File: src/rtl/sc_pkg.sv
package sc_pkg;
    typedef enum logic [1:0] {
        S_RUN    = 2'd0,
        S_STAGED = 2'd1,
        S_LOAD   = 2'd2
    } commit_state_t;

    localparam int BYTE_W = 8;
endpackage

File: src/rtl/sc_divider.sv
module sc_divider #(
    parameter int EARLY_W = 3,
    parameter int LATE_W  = 12
) (
    input  logic               clk,
    input  logic               rst_n,
    input  logic               ref_en,
    input  logic               late_clr,
    output logic [1:0]         early_top,
    output logic               late_msb,
    output logic               wd_tick,
    output logic               sec_tick
);
    logic [EARLY_W-1:0] early_q;
    logic [LATE_W-1:0]  late_q;

    // Early stage: free running, never restarted by a load
    always_ff @(posedge clk) begin
        if (!rst_n)
            early_q <= '0;
        else if (ref_en)
            early_q <= early_q + 1'b1;
    end

    // Late stage: restarted by a counter load
    always_ff @(posedge clk) begin
        if (!rst_n)
            late_q <= '0;
        else if (late_clr)
            late_q <= '0;
        else if (ref_en && (&early_q))
            late_q <= late_q + 1'b1;
    end

    assign wd_tick   = ref_en & (&early_q);
    assign sec_tick  = wd_tick & (&late_q);
    assign early_top = early_q[EARLY_W-1 -: 2];
    assign late_msb  = late_q[LATE_W-1];

    // a load leaves the late stage at zero
    p_late_clear_r4: assert property (@(posedge clk) disable iff (!rst_n)
        late_clr |=> (late_q == '0));

    // early stage advances on every reference pulse, load or not
    p_early_free_r6: assert property (@(posedge clk) disable iff (!rst_n)
        ref_en |=> (early_q == EARLY_W'($past(early_q) + 1'b1)));
endmodule

File: src/rtl/sc_regs.sv
module sc_regs
    import sc_pkg::*;
#(
    parameter int CNT_W  = 32,
    parameter int BYTES  = CNT_W / 8,
    parameter int ADDR_W = $clog2(BYTES)
) (
    input  logic              clk,
    input  logic              rst_n,
    input  logic              sec_tick,
    input  logic              rd_en,
    input  logic              wr_en,
    input  logic [ADDR_W-1:0] addr,
    input  logic [7:0]        wdata,
    output logic [7:0]        rdata,
    output logic              late_clr
);
    localparam logic [ADDR_W-1:0] LAST_A = ADDR_W'(BYTES - 1);

    commit_state_t state, nxt;
    logic [CNT_W-1:0] count, staged, snap;
    logic [7:0]       snap_byte;
    logic             last_wr;

    assign last_wr = wr_en && (addr == LAST_A);

    // State register
    always_ff @(posedge clk) begin
        if (!rst_n)
            state <= S_RUN;
        else
            state <= nxt;
    end

    always_comb begin
        nxt = state;
        unique case (state)
            S_RUN:    if (wr_en) nxt = last_wr ? S_LOAD : S_STAGED;
            S_STAGED: if (last_wr) nxt = S_LOAD;
            S_LOAD:   nxt = wr_en ? (last_wr ? S_LOAD : S_STAGED) : S_RUN;
            default:  nxt = S_RUN;
        endcase
    end

    // Output process
    always_comb begin
        late_clr = (state == S_LOAD);
    end

    // Staging word
    always_ff @(posedge clk) begin
        if (!rst_n)
            staged <= '0;
        else if (wr_en) begin
            for (int i = 0; i < BYTES; i++)
                if (addr == ADDR_W'(i))
                    staged[i*BYTE_W +: BYTE_W] <= wdata;
        end
    end

    // Live count: load beats tick
    always_ff @(posedge clk) begin
        if (!rst_n)
            count <= '0;
        else if (state == S_LOAD)
            count <= staged;
        else if (sec_tick)
            count <= count + 1'b1;
    end

    always_comb begin
        snap_byte = '0;
        for (int i = 1; i < BYTES; i++)
            if (addr == ADDR_W'(i))
                snap_byte = snap[i*BYTE_W +: BYTE_W];
    end

    // Read path with snapshot on byte 0
    always_ff @(posedge clk) begin
        if (!rst_n) begin
            snap  <= '0;
            rdata <= '0;
        end else if (rd_en) begin
            if (addr == '0) begin
                snap  <= count;
                rdata <= count[BYTE_W-1:0];
            end else begin
                rdata <= snap_byte;
            end
        end
    end

    // loaded value wins over any coincident tick
    p_load_wins_r8: assert property (@(posedge clk) disable iff (!rst_n)
        (state == S_LOAD) |=> (count == $past(staged)));

    // count steps by one on a tick outside a load
    p_step_r1: assert property (@(posedge clk) disable iff (!rst_n)
        (state != S_LOAD && sec_tick) |=> (count == CNT_W'($past(count) + 1'b1)));

    // no tick and no load leaves the count still
    p_hold_r3: assert property (@(posedge clk) disable iff (!rst_n)
        (state != S_LOAD && !sec_tick) |=> $stable(count));

    // snapshot moves only on a byte-0 read
    p_snap_hold_r2: assert property (@(posedge clk) disable iff (!rst_n)
        !(rd_en && addr == '0) |=> $stable(snap));
endmodule

File: src/rtl/sc_sqw.sv
module sc_sqw (
    input  logic       sqw_en,
    input  logic [1:0] sqw_sel,
    input  logic       ref_en,
    input  logic [1:0] early_top,
    input  logic       late_msb,
    output logic       sqw
);
    logic pick;

    always_comb begin
        unique case (sqw_sel)
            2'd0:    pick = late_msb;
            2'd1:    pick = early_top[1];
            2'd2:    pick = early_top[0];
            default: pick = ref_en;
        endcase
        sqw = sqw_en & pick;
    end
endmodule

File: src/rtl/secs_counter.sv
module secs_counter #(
    parameter int EARLY_W = 3,
    parameter int LATE_W  = 12,
    parameter int CNT_W   = 32,
    localparam int BYTES  = CNT_W / 8,
    localparam int ADDR_W = $clog2(BYTES)
) (
    input  logic              clk,
    input  logic              rst_n,
    input  logic              ref_en,
    input  logic              rd_en,
    input  logic              wr_en,
    input  logic [ADDR_W-1:0] addr,
    input  logic [7:0]        wdata,
    output logic [7:0]        rdata,
    input  logic              sqw_en,
    input  logic [1:0]        sqw_sel,
    output logic              sqw,
    output logic              wd_tick
);
    logic       late_clr, late_msb, sec_tick;
    logic [1:0] early_top;

    sc_divider #(.EARLY_W(EARLY_W), .LATE_W(LATE_W)) u_div (
        .clk(clk), .rst_n(rst_n), .ref_en(ref_en), .late_clr(late_clr),
        .early_top(early_top), .late_msb(late_msb),
        .wd_tick(wd_tick), .sec_tick(sec_tick)
    );

    sc_regs #(.CNT_W(CNT_W), .BYTES(BYTES), .ADDR_W(ADDR_W)) u_regs (
        .clk(clk), .rst_n(rst_n), .sec_tick(sec_tick),
        .rd_en(rd_en), .wr_en(wr_en), .addr(addr), .wdata(wdata),
        .rdata(rdata), .late_clr(late_clr)
    );

    sc_sqw u_sqw (
        .sqw_en(sqw_en), .sqw_sel(sqw_sel), .ref_en(ref_en),
        .early_top(early_top), .late_msb(late_msb), .sqw(sqw)
    );

    // after a load edge the 1 Hz source is low
    p_realign_r5: assert property (@(posedge clk) disable iff (!rst_n)
        late_clr |=> !late_msb);
endmodule

File: config.mk
export PLATFORM = sky130hd
export DESIGN_NAME = secs_counter
export DESIGN_NICKNAME = d
export VERILOG_FILES = /design/src/rtl/sc_pkg.sv /design/src/rtl/sc_divider.sv /design/src/rtl/sc_regs.sv /design/src/rtl/sc_sqw.sv /design/src/rtl/secs_counter.sv
export SDC_FILE = /design/constraint.sdc
export NUM_CORES = 1
export LEC_CHECK = 0
export BUFFER_PORTS_ARGS = -buffer_cell sky130_fd_sc_hd__clkbuf_2
export CAP_MARGIN = 20
export CORE_AREA = 2 2 117 119
export CTS_CLUSTER_SIZE = 24
export DETAILED_ROUTE_END_ITERATION = 10
export DIE_AREA = 0 0 119 121
export GPL_ROUTABILITY_DRIVEN = 0
export PLACE_DENSITY = 0.66
export SLEW_MARGIN = 0
export SYNTH_ARGS = -nofsm -noshare
export SYNTH_HDL_FRONTEND = slang
export SYNTH_HIERARCHICAL = 1
export SYNTH_SLANG_ARGS = --single-unit
File: constraint.sdc
create_clock -name clk -period 3.3 [get_ports clk]
set_input_delay 0.33 -clock clk [delete_from_list [all_inputs] [get_ports clk]]
set_output_delay 0.33 -clock clk [all_outputs]
set_load 0.03 [all_outputs]
==> run summary <==
status - finished clean
post-detail-place hpwl - 8.67 mm
metal3 WL - 605 um
Final Max Slew Viols - 0
Final Cycle Share - 80.2%
antenna violations before repair - 0
cell area after layout - 6040 um2
CTS buffer count - 17
Seq/Total Area, Yosys - 43.6%
largest net degree at the start of global routing - 40
Mean Syn Cell Area - 9.01 um2
CP max FO - 18
CTS root buf - clkbuf_16
EDFF count, synth - 0
row count - 42
Mapped Area - 5190 um2
via/cell ratio - 5.43
uppermost layer routed - met4
GR Overflow Total - 0
worst slew pin tran - 0.769 ns
cell count after placement - 745
Synth Flop Type - dfxtp_1
WL met2 - 5.42 mm
synth top area cells - dfxtp_1, mux2i_1, nand2_1, a21oi_1, mux4_2
commonest cells in the synthesized netlist - dfxtp_1, nand2_1, a21oi_1
WL final - 12.3 mm
Util after Layout - 46.1%
min cycle time layout - 2.65 ns
crit-path max cell delay - 0.50 ns
post_cts resized - 0
P&R area growth vs syn - 16.3%
final cell count without fillers - 776
Die W - 119 um
Crit. End Element - register
xor/xnor share of the synthesized area - 5.40%
final net count - 610
final hold vios - 0
worst path arrival time - 3.00 ns
post-route ant nets - 0
CTS sink count - 113
Clock Pin Slew Worst Setup and Hold Paths - 0.05 ns
setup TNS - 0 ns
Critical Path Start Type - register
Antenna Cells - 0
cell taking the most area after synthesis - dfxtp_1
asr flop ratio synth - 0%
Post-Place Worst Slack - 0.694 ns
Max Cap Viol - 0
VDD IR-drop max - 0.308 mV
DIE HEIGHT - 121 um
WS Path Type - reg2reg
Clock Latency Late Sink - 0.42 ns
Yosys reg bits - 113
Power Density - 579 nW/um2
Worst R2R Path Depth - 9
count leader, synth - dfxtp_1
Synth Area in Compound Gates - 10.9%
Starting Density - 39.7%
initial DRC count - 344
TritonCTS clock tree - built
IO buf count - 27
met1 WL - 6.03 mm
post-synth net total - 598
count of different cell masters after synthesis - 45
cell with the largest stage delay on the worst path - or4_1
unrepaired setup endpoints after global routing - no
postcts setup bufs - 0
post-synthesis mux area share - 11.4%
clock buffer depth - 2
main combinational cell family by area after synthesis - simple AND/OR/NAND/NOR gates
PnR worst setup slack - 0.652 ns
hold depth - 3
R2R Setup Slk - 0.65 ns
die area - 14400 um2
via count - 4210
Core Footprint - 13100 um2
critical path cell sequence - ha_1 -> ha_1 -> nand4_4 -> nor4_2 -> buf_4 -> nand3_1 -> buf_4 -> or4_1 -> nand3_1
Worst Path Required - 3.65 ns
top cell type's share of synthesized area - 43.6%
worst clock skew - 0.00708 ns
simple logic cell fraction of the synthesized area - 23.4%
type of the worst min-delay path - in2reg
adder-cell share of the synthesized area - 0.965%
io pins - 28
vias in the first global route - 3959
final setup fails - 0
first-pass GRT wire length - 20.6 mm
routed length per instance - 15.8 um
Pleak - 2.21 nW
GRT Total Usage - 18.3%
drt drc - 0
layout cells sized above 1 - 15.2%
worst rel slew slack - 48.7%
Mapped Cells - 576
area of placed instances - 5410 um2
Max Freq - 378 MHz
# hold bufs at CTS - 0
DRT Pass-1 Iters - 5
Yosys Warn Count - 6
H-tree levels - 4
-- final timing paths --
check | endpoint | from
setup / recovery | u_regs/count[30] | u_div/early_q[1]
hold / removal | u_regs/staged[27] | wdata[3]
setup reg to reg | u_regs/count[30] | u_div/early_q[1]
hold reg to reg | u_regs/snap[18] | u_regs/snap[18]
-- state kept, by name (all words and copies together) (netlist names) --
register,flops
u_regs/count,32
u_regs/staged,32
u_regs/snap,24
u_div/late_q,12
u_regs/rdata,8
u_div/early_q,3
u_regs/state,2
-- metrics by stage --
| stage | total power [mW] | hold slack (ns) |
|---|---|---|
| CTS | 3.53 | 0.170 |
| global route | 3.61 | 0.192 |
| detailed placement | 1.59 | 0.446 |
| global placement | 1.59 | 0.440 |
| floorplan | 1.55 | 0.433 |
| finish | 3.50 | 0.185 |
-- where the power goes --
group | switching, mW | internal (mW) | total, mW
Combinational | 0.0933 | 0.0543 | 0.148
Sequential | 0.0268 | 1.39 | 1.42
Clock | 0.617 | 1.31 | 1.93
Total | 0.738 | 2.76 | 3.50
-- kinds of logic after synthesis --
family / Yosys count
compound gates: 102
xor+xnor: 32
simple gates: 226
mux: 48
buf+inv: 51
flops: 113
fa+ha+maj: 4
-- worst max-delay path: cells and delay by family, from the launching register on --
family / cells / cell delay, ns
and+or+nand+nor: 5 / 1.28
DFF: 1 / 0.34
adders and majority gates: 2 / 0.45
buffers and inverters: 2 / 0.51
-- routing by layer --
metal  up-vias  global-route usage, %
met5         -                      0
met4         0                   7.07
met3        24                   4.65
met2       115                   27.5
met1      2013                   25.2
li1       2058                      -
-- layout make-up --
type                            count  area, um2
Sequential cell                   113       2260
Fill cell                        1241       7050
Clock buffer                       21        470
Timing Repair Buffer               32        173
Tap cell                          176        220
Multi-Input combinational cell    412       2710
Clock inverter                     10        158
Inverter                           12       45.0
-- layout by cell type (no fill, tap or decap), types with 5 or more instances in the layout --
cell type / n
nor3b_1: 7
o21ai_0: 16
nand2_1: 84
nor4_2: 6
mux4_2: 9
xnor2_1: 18
or4_1: 5
mux2i_1: 39
dfxtp_1: 113
clkbuf_2: 27
o22ai_1: 8
and4_1: 5
inv_1: 10
buf_4: 5
a21oi_1: 60
and3_1: 7
nand4_1: 13
nor2_1: 52
nand3_1: 11
clkbuf_16: 17
a211oi_1: 13
xor2_1: 14
(Power assumes the default switching activity.)
